===== src/rtl/sram_ctrl_pkg.sv =====
package sram_ctrl_pkg;

  typedef enum logic [2:0] {
    PH_IDLE     = 3'd0,
    PH_RD_ACC   = 3'd1,
    PH_RD_DONE  = 3'd2,
    PH_WR_TA    = 3'd3,
    PH_WR_PULSE = 3'd4,
    PH_WR_HOLD  = 3'd5
  } phase_e;

  typedef struct packed {
    logic cs_n;
    logic we_n;
    logic oe_n;
    logic drv;
  } strobe_t;

  // whole cycles covering a nanosecond minimum, never below one
  function automatic int unsigned ns_to_cyc(input int unsigned ns, input int unsigned clk_ns);
    int unsigned c;
    c = (ns + clk_ns - 1) / clk_ns;
    return (c == 0) ? 1 : c;
  endfunction

  function automatic int unsigned max_u(input int unsigned a, input int unsigned b);
    return (a > b) ? a : b;
  endfunction

  // pin levels wanted in each phase
  function automatic strobe_t strobes_for(input phase_e p);
    strobe_t s;
    s = '{cs_n: 1'b1, we_n: 1'b1, oe_n: 1'b1, drv: 1'b0};
    case (p)
      PH_RD_ACC:   s = '{cs_n: 1'b0, we_n: 1'b1, oe_n: 1'b0, drv: 1'b0};
      PH_WR_TA:    s = '{cs_n: 1'b0, we_n: 1'b0, oe_n: 1'b1, drv: 1'b0};
      PH_WR_PULSE: s = '{cs_n: 1'b0, we_n: 1'b0, oe_n: 1'b1, drv: 1'b1};
      PH_WR_HOLD:  s = '{cs_n: 1'b1, we_n: 1'b1, oe_n: 1'b1, drv: 1'b1};
      default:     s = '{cs_n: 1'b1, we_n: 1'b1, oe_n: 1'b1, drv: 1'b0};
    endcase
    return s;
  endfunction

endpackage


===== src/rtl/sram_ctrl_seq.sv =====
module sram_ctrl_seq
  import sram_ctrl_pkg::*;
#(
  parameter int unsigned RD_CYC = 2,
  parameter int unsigned TA_CYC = 1,
  parameter int unsigned WP_CYC = 2,
  parameter int unsigned CNT_W  = 2
) (
  input  logic   clk,
  input  logic   rst_n,
  input  logic   req_valid,
  input  logic   req_write,
  output phase_e phase_q,
  output phase_e phase_d,
  output logic   accept,
  output logic   rd_last
);

  logic [CNT_W-1:0] cnt_q, cnt_d;
  logic             cnt_zero;

  assign cnt_zero = (cnt_q == '0);
  assign accept   = (phase_q == PH_IDLE) && req_valid;
  assign rd_last  = (phase_q == PH_RD_ACC) && cnt_zero;

  always_comb begin
    phase_d = phase_q;
    cnt_d   = cnt_q;
    case (phase_q)
      PH_IDLE: if (req_valid) begin
        if (req_write) begin
          phase_d = PH_WR_TA;
          cnt_d   = CNT_W'(TA_CYC - 1);
        end else begin
          phase_d = PH_RD_ACC;
          cnt_d   = CNT_W'(RD_CYC - 1);
        end
      end
      PH_RD_ACC: begin
        if (cnt_zero) phase_d = PH_RD_DONE;
        else          cnt_d   = cnt_q - 1'b1;
      end
      PH_RD_DONE: phase_d = PH_IDLE;
      PH_WR_TA: begin
        if (cnt_zero) begin
          phase_d = PH_WR_PULSE;
          cnt_d   = CNT_W'(WP_CYC - 1);
        end else begin
          cnt_d = cnt_q - 1'b1;
        end
      end
      PH_WR_PULSE: begin
        if (cnt_zero) phase_d = PH_WR_HOLD;
        else          cnt_d   = cnt_q - 1'b1;
      end
      PH_WR_HOLD: phase_d = PH_IDLE;
      default:    phase_d = PH_IDLE;
    endcase
  end

  always_ff @(posedge clk or negedge rst_n) begin
    if (!rst_n) begin
      phase_q <= PH_IDLE;
      cnt_q   <= '0;
    end else begin
      phase_q <= phase_d;
      cnt_q   <= cnt_d;
    end
  end

  // a request is only taken from idle, and busy phases never restart
  assert_accept_from_idle_R2: assert property (@(posedge clk) disable iff (!rst_n)
    (phase_q != PH_IDLE) |=> (phase_q != PH_RD_ACC || $past(phase_q) == PH_RD_ACC || $past(phase_q) == PH_IDLE));

  // read phase never runs beyond its computed length
  assert_rd_len_R8: assert property (@(posedge clk) disable iff (!rst_n)
    (phase_q == PH_RD_ACC) |-> (cnt_q <= CNT_W'(RD_CYC - 1)));

endmodule


===== src/rtl/sram_ctrl_io.sv =====
module sram_ctrl_io
  import sram_ctrl_pkg::*;
#(
  parameter int unsigned ADDR_W = 18,
  parameter int unsigned DATA_W = 4
) (
  input  logic              clk,
  input  logic              rst_n,
  input  logic              accept,
  input  logic [ADDR_W-1:0] req_addr,
  input  logic [DATA_W-1:0] req_wdata,
  input  phase_e            phase_d,
  input  logic              rd_last,
  input  logic [DATA_W-1:0] mem_dq_in,
  output logic [ADDR_W-1:0] mem_addr,
  output logic              mem_cs_n,
  output logic              mem_we_n,
  output logic              mem_oe_n,
  output logic [DATA_W-1:0] mem_dq_out,
  output logic              mem_dq_oe,
  output logic              rd_valid,
  output logic [DATA_W-1:0] rd_data
);

  strobe_t nxt;
  assign nxt = strobes_for(phase_d);

  // strobes come straight from flops so the pins never glitch
  always_ff @(posedge clk or negedge rst_n) begin
    if (!rst_n) begin
      mem_cs_n  <= 1'b1;
      mem_we_n  <= 1'b1;
      mem_oe_n  <= 1'b1;
      mem_dq_oe <= 1'b0;
      rd_valid  <= 1'b0;
    end else begin
      mem_cs_n  <= nxt.cs_n;
      mem_we_n  <= nxt.we_n;
      mem_oe_n  <= nxt.oe_n;
      mem_dq_oe <= nxt.drv;
      rd_valid  <= (phase_d == PH_RD_DONE);
    end
  end

  always_ff @(posedge clk or negedge rst_n) begin
    if (!rst_n) begin
      mem_addr   <= '0;
      mem_dq_out <= '0;
      rd_data    <= '0;
    end else begin
      if (accept) begin
        mem_addr   <= req_addr;
        mem_dq_out <= req_wdata;
      end
      if (rd_last) rd_data <= mem_dq_in;
    end
  end

  // the controller drives only while memory outputs are disabled
  assert_drive_oe_high_R6: assert property (@(posedge clk) disable iff (!rst_n)
    mem_dq_oe |-> mem_oe_n);

  // drive starts only after write enable has already been low
  assert_drive_after_ta_R6: assert property (@(posedge clk) disable iff (!rst_n)
    $rose(mem_dq_oe) |-> (!mem_we_n && !$past(mem_we_n)));

  // data is still driven in the cycle write enable returns high
  assert_drive_hold_R6: assert property (@(posedge clk) disable iff (!rst_n)
    $rose(mem_we_n) |-> mem_dq_oe);

  // no address movement inside a write window
  assert_addr_in_write_R7: assert property (@(posedge clk) disable iff (!rst_n)
    (!mem_we_n && !$past(mem_we_n)) |-> $stable(mem_addr));

  // the read-valid strobe is a single-cycle pulse
  assert_rvalid_pulse_R4: assert property (@(posedge clk) disable iff (!rst_n)
    rd_valid |=> !rd_valid);

  // write enable is only ever low inside a chip select window
  assert_we_in_cs_R5: assert property (@(posedge clk) disable iff (!rst_n)
    !mem_we_n |-> (!mem_cs_n && mem_oe_n));

endmodule


===== src/rtl/sram_async_ctrl.sv =====
module sram_async_ctrl
  import sram_ctrl_pkg::*;
#(
  parameter int unsigned ADDR_W  = 18,
  parameter int unsigned DATA_W  = 4,
  parameter int unsigned CLK_NS  = 10,
  parameter int unsigned T_RC_NS = 15,
  parameter int unsigned T_WP_NS = 12,
  parameter int unsigned T_DW_NS = 7,
  parameter int unsigned T_HZ_NS = 7
) (
  input  logic              clk,
  input  logic              rst_n,
  input  logic              req_valid,
  output logic              req_ready,
  input  logic              req_write,
  input  logic [ADDR_W-1:0] req_addr,
  input  logic [DATA_W-1:0] req_wdata,
  output logic              rd_valid,
  output logic [DATA_W-1:0] rd_data,
  output logic [ADDR_W-1:0] mem_addr,
  output logic              mem_cs_n,
  output logic              mem_we_n,
  output logic              mem_oe_n,
  output logic [DATA_W-1:0] mem_dq_out,
  output logic              mem_dq_oe,
  input  logic [DATA_W-1:0] mem_dq_in
);

  localparam int unsigned RD_CYC  = ns_to_cyc(T_RC_NS, CLK_NS);
  localparam int unsigned TA_CYC  = ns_to_cyc(T_HZ_NS, CLK_NS);
  localparam int unsigned WP_CYC  = max_u(ns_to_cyc(T_WP_NS, CLK_NS), ns_to_cyc(T_DW_NS, CLK_NS));
  localparam int unsigned CNT_MAX = max_u(RD_CYC, max_u(TA_CYC, WP_CYC));
  localparam int unsigned CNT_W   = $clog2(CNT_MAX + 1);

  phase_e phase_q, phase_d;
  logic   accept;
  logic   rd_last;

  assign req_ready = (phase_q == PH_IDLE);

  sram_ctrl_seq #(
    .RD_CYC(RD_CYC), .TA_CYC(TA_CYC), .WP_CYC(WP_CYC), .CNT_W(CNT_W)
  ) u_seq (
    .clk(clk), .rst_n(rst_n),
    .req_valid(req_valid), .req_write(req_write),
    .phase_q(phase_q), .phase_d(phase_d),
    .accept(accept), .rd_last(rd_last)
  );

  sram_ctrl_io #(
    .ADDR_W(ADDR_W), .DATA_W(DATA_W)
  ) u_io (
    .clk(clk), .rst_n(rst_n),
    .accept(accept), .req_addr(req_addr), .req_wdata(req_wdata),
    .phase_d(phase_d), .rd_last(rd_last), .mem_dq_in(mem_dq_in),
    .mem_addr(mem_addr), .mem_cs_n(mem_cs_n), .mem_we_n(mem_we_n),
    .mem_oe_n(mem_oe_n), .mem_dq_out(mem_dq_out), .mem_dq_oe(mem_dq_oe),
    .rd_valid(rd_valid), .rd_data(rd_data)
  );

  // idle means fully deselected and not driving
  assert_idle_deselect_R1: assert property (@(posedge clk) disable iff (!rst_n)
    req_ready |-> (mem_cs_n && mem_we_n && mem_oe_n && !mem_dq_oe));

  // the address moves only as a result of a handshake
  assert_addr_on_accept_R7: assert property (@(posedge clk) disable iff (!rst_n)
    !$stable(mem_addr) |-> $past(req_valid && req_ready));

  // output enable is never low together with write enable
  assert_read_we_high_R3: assert property (@(posedge clk) disable iff (!rst_n)
    !mem_oe_n |-> (mem_we_n && !mem_cs_n));

endmodule


===== config.mk =====
export PLATFORM = sky130hd
export DESIGN_NAME = sram_async_ctrl
export DESIGN_NICKNAME = d
export VERILOG_FILES = /design/src/rtl/sram_ctrl_pkg.sv /design/src/rtl/sram_ctrl_seq.sv /design/src/rtl/sram_ctrl_io.sv /design/src/rtl/sram_async_ctrl.sv
export SDC_FILE = /design/constraint.sdc
export NUM_CORES = 1
export LEC_CHECK = 0
export BUFFER_PORTS_ARGS = -buffer_cell sky130_fd_sc_hd__buf_2
export CORE_ASPECT_RATIO = 0.9
export CORE_MARGIN = 3
export CORE_UTILIZATION = 45
export DETAILED_ROUTE_END_ITERATION = 12
export GPL_ROUTABILITY_DRIVEN = 0
export PLACE_DENSITY_LB_ADDON = 0.12
export SETUP_SLACK_MARGIN = 0.2
export SYNTH_ARGS = -nofsm -noshare
export SYNTH_HDL_FRONTEND = slang
export SYNTH_SLANG_ARGS = --single-unit

===== constraint.sdc =====
create_clock -name clk -period 1.79 [get_ports clk]
set_input_delay 0.179 -clock clk [delete_from_list [all_inputs] [get_ports clk]]
set_output_delay 0.179 -clock clk [all_outputs]
set_load 0.02 [all_outputs]

After elaboration in Yosys (flattened, before gate mapping)
Index checks and enable logic that the tools add are counted.

Logic and storage cells: 40. Register bits: 36. Input port bits: 30.

Eq/ne operators: 10. Reduce and logical (&&, ||, !) cells: 7. Mux-type cells: 12. Add/sub/neg operators: 1.

Operator list (number): $pmux W4 S4 (1); $mux W3 (4); $pmux W3 S4 (1); $eq A3 B2 Y1 const B (3); $eq A3 B3 Y1 const B (3); $mux W2 (4); $eq A3 B1 Y1 const B (2); $pmux W2 S3 (1); $ne A2 B2 Y1 const B (2); $logic_not A3 Y1 (1); $reduce_and A3 Y1 (1); $reduce_bool A3 Y1 (1); $logic_and A1 B1 Y1 (2); $logic_not A2 Y1 (1); $reduce_or A2 Y1 (1); $sub A2 B1 Y2 const B (1); $mux W1 (1).

Longest topological paths before layout
Depth in word-level cells: 5. Gate-level depth with buffers: 6. Depth with buffers taken out: 6.

Cells and area by module
A second synthesis with hierarchy kept.

Cells, all modules: 104. Area total of the unflattened synthesis: 1516.5 µm².

By module, submodules not included: sram_ctrl_io (instances 1, area each 1137.3 µm², seq. area each 779.5 µm², cells each 66); sram_ctrl_seq (instances 1, area each 369.1 µm², seq. area each 125.1 µm², cells each 37); sram_async_ctrl (instances 1, area each 10.0 µm², seq. area each 0.0 µm², cells each 1).

Worst setup path before layout
No wires, ideal clock.

Path type: register -> register. Start point: register u_seq.phase_q[1]. End point: register u_io.mem_addr[10]. Stages on the path, launching flop included: 7. Path slack: 0.078 ns. Library setup time: 0.125 ns. Data arrival time: 1.587 ns. Path through: dfrtp_1 buf_6 nor3_2 and2_1 buf_4 buf_12 mux2_4.

Word-level cells in the longest chain between the ends: 2.

RTL lines: from (decl) (line sram_ctrl_seq.sv:13) `output phase_e phase_q,`; from (signal assigned) (line sram_ctrl_seq.sv:66) `phase_q <= phase_d;`; $logic_not A3 Y1; named net req_ready (line sram_async_ctrl.sv:15) `output logic req_ready,`; $logic_and A1 B1 Y1 (line sram_ctrl_seq.sv:23) `assign accept = (phase_q == PH_IDLE) && req_valid;`; to (signal assigned) (line sram_ctrl_io.sv:52) `mem_addr <= req_addr;`; to (decl) (line sram_ctrl_io.sv:15) `output logic [ADDR_W-1:0] mem_addr,`.

The timed path passes the listed nets, and every way through them passes these cells. A chain may end at the register's enable or synchronous reset.

Worst setup path in the final report
Start point: register u_seq.phase_q[1]. End point: register u_seq.cnt_q[1].

Word-level cells in the longest chain between the ends: 4. Elaborated cells between the ends (all ways): 10. Classes of those cells: 5 x eq/ne; 1 x mux; 4 x reduce/logical.

RTL lines: $eq A3 B3 Y1 or $eq A3 B1 Y1 (tied branches) (line sram_ctrl_seq.sv:29) `case (phase_q)`; $reduce_or A2 Y1 (no line); $ne A2 B2 Y1 (no line) or $reduce_bool A3 Y1 (tied branches); $reduce_and A3 Y1 (no line); to (signal assigned) (line sram_ctrl_seq.sv:67) `cnt_q <= cnt_d;`; to (decl) (line sram_ctrl_seq.sv:19) `logic [CNT_W-1:0] cnt_q, cnt_d;`.

Several ways; a longest one is shown, not always the timed one.

==> run metrics <==
Boundary Pins=62; port bufs=61; Fillers=284; Net Count, Synth=139; CP max-delay cell=dfrtp_2; Worst Hold End=u_io.mem_addr[9]; Synth top area share=0.504; chip height=63.2 um; Worst Setup End Kind=register; Worst Path Max Fanout=6; min-delay src=req_addr[9]; setup_tns=0 ps; Setup crit start kind=register; critical path class=reg2reg; synthesized instance count=107; crit share post-route=0.858; maximum clock frequency=651 MHz; Final Max Tran Viols=0; wire per inst=15.1 um; share of cells above drive strength 1=0.670; area delta synth->final=33.0%; H-Tree Depth=2; Worst-Margin Slew=765 ps; ranking of synthesized cells by area=dfrtp_1 50%, mux2_4 17%, dfstp_2 4.8%, mux2_2 4.8%, buf_12 2.4%; Antenna Nets Post-Route=0; dpl cells=211; final hold viol count=0; Routed Wire Length=3420 um; initial cell density of the core=0.478; Layout Skew=7.75 ps; Die X-Extent=69.6 um; sequential-to-total area share from yosys stat=0.552; Reg2Reg Capture Point=u_seq.cnt_q[1]; largest net degree at the start of global routing=37; grt ovf=0; crit path time final=1540 ps; max incr delay on CP=450 ps; Hold Path Class=in2reg; Lkg Pwr=1.08 nW; status=finished, final reports clean; crit-path cells=or3b_4 -> o22ai_4 -> mux2_1; largest vdd supply drop=1200 uV; unrepaired setup endpoints after global routing=no; deepest clock path buffer count=2; Critical Path RT=1950 ps; flop2flop setup slack=250 ps; Pre-antenna DRT Iters=4; Mapped Area=1640 sq um; Clock Tree Root=clkbuf_8; final std cells w/o fill=226; FF-to-FF path depth=3; clock slew at reported path FFs=70 ps; total die area=4400 sq um; clock latency on the worst-skew pair=280 ps; clock tree from TritonCTS=done; FF+latch count, synth=36; Max transition margin=0.490; n_diodes=0; hold depth=2; Vias/cell=4.86; core area=3430 sq um; Initial DRC Count=53; Max Cap Viol=0; Via Count=1,098; GRT Util Overall=0.159; CTS sink count=36; first-pass GRT wire length=5530 um; Num CTS Buffers=5; setup violators final=0; Post-Syn Area per Cell=15.3 sq um; Layout Nets=213; DRC viols=0; post-synth top area cell=dfrtp_1; CP arrival=1700 ps; post-DP HPWL=2330 um; initial antenna violation count=0; Netlist cell types=33; cell row count=20; Reg-to-Reg Start=u_seq.phase_q[1]; PwrDens=2100 nW/um^2; via count of the first global-routing pass=1,124; Synth warnings=0
-- cell type report --
| class | count | area (sq um) | area share |
|---|---|---|---|
| multi-input combinational | 61 | 667 | 0.306 |
| tap | 44 | 55.1 | 0.0253 |
| timing repair buffer | 73 | 425 | 0.195 |
| clock buffer | 6 | 72.6 | 0.0333 |
| inverter | 4 | 15.0 | 0.00689 |
| clock inverter | 2 | 35.0 | 0.0161 |
| sequential | 36 | 908 | 0.417 |
-- cells in the final DEF (no fill, tap or decap), types with 3 or more instances in the layout --
cell type,n
dfstp_2,3
mux2_2,7
inv_1,4
clkbuf_8,5
nand2_1,3
mux2_4,19
buf_4,8
dfrtp_1,30
dfrtp_2,3
buf_2,61
-- power breakdown --
part / internal (mW) / total, mW / switching (mW)
registers: 1.24 / 1.49 / 0.247
logic: 1.19 / 2.40 / 1.20
clock network: 0.413 / 0.690 / 0.277
total: 2.85 / 4.58 / 1.73
-- how the worst max path moves through the flow --
stage                     cells past startpoint        startpoint                end  slack (ps)
after floorplan                               6  u_seq.phase_q[1]  u_io.mem_addr[10]         210
after global placement                        3  u_seq.phase_q[2]     u_seq.cnt_q[1]         220
after detailed placement                      3  u_seq.phase_q[1]     u_seq.cnt_q[1]         150
after CTS                                     3  u_seq.phase_q[1]     u_seq.cnt_q[1]         200
after global routing                          6    u_seq.cnt_q[0]     u_seq.cnt_q[0]         200
final                                         3  u_seq.phase_q[1]     u_seq.cnt_q[1]         250
-- stage by stage --
step | utilization | total power [mW] | area, sq um | worst slack [ps] | hold slack (ps)
final | 0.635 | 4.58 | 2180 | 254 | 123
after global routing | 0.635 | 4.87 | 2180 | 205 | 107
after CTS | 0.612 | 4.44 | 2100 | 201 | 112
after detailed placement | 0.577 | 3.72 | 1980 | 155 | 310
after global placement | 0.577 | 3.66 | 1980 | 216 | 297
after floorplan | - | 3.15 | 1640 | 215 | -117
-- per-layer routing --
layer  up-vias  GRT usage  wire, um
met1       531      0.206      1550
met5         -          0         0
li1        524          -         -
met4         0     0.0585        25
met3         4     0.0542       205
met2        39      0.246      1640
-- registers in the layout, indices dropped and copies added (netlist names) --
| register | count |
|---|---|
| u_seq.phase_q | 3 |
| u_io.rd_data | 4 |
| u_seq.cnt_q | 2 |
| u_io.mem_addr | 18 |
| u_io.mem_dq_out | 4 |
| u_io.mem_cs_n | 1 |
| u_io.rd_valid | 1 |
| u_io.mem_oe_n | 1 |
| u_io.mem_we_n | 1 |
| u_io.mem_dq_oe | 1 |
-- logic make-up after synthesis --
family	count (synthesis)	share of synthesized area
AND/OR/NAND/NOR	18	0.0733
buffers and inverters	10	0.0565
multiplexers	30	0.248
adder cells (fa/ha/maj)	2	0.0153
flip-flops	36	0.552
AO/OA/AOI/OAI	11	0.0542
-- worst max-delay path, delay by kind of cell (launching register included) --
family           cells  cell delay [ps]
AO/OA/AOI/OAI        1              180
flip-flops           1              450
multiplexers         1              340
AND/OR/NAND/NOR      1              440
-- repair_timing --
item,in CTS,in global routing
hold endpoints to repair,10,0
setup endpoints to repair,2,6
gates resized for setup,3,4
hold buffers,1,0
cloned,0,1
setup buffers,0,5
pin swaps,0,1
-- Yosys cell counts --
cell,number
nor3b_1,1
or3b_4,1
a21oi_1,2
a311oi_1,1
mux2_1,2
buf_12,2
a31oi_1,1
buf_4,2
dfrtp_1,33
nor3_2,1
dfstp_2,3
o21ai_0,1
nand3b_1,2
nand4_1,1
buf_6,2
a22oi_2,1
and2_1,1
nand2b_2,2
o21bai_1,1
ha_1,2
a21o_2,1
mux2_4,19
mux2i_1,2
a211o_1,1
o32ai_1,1
nor2_1,2
mux2_2,7
nor2_2,2
nand4b_1,1
nand2_1,3
o22ai_2,1
nand2b_1,1
inv_1,4
Note: power is estimated with default switching activity, not from simulation.
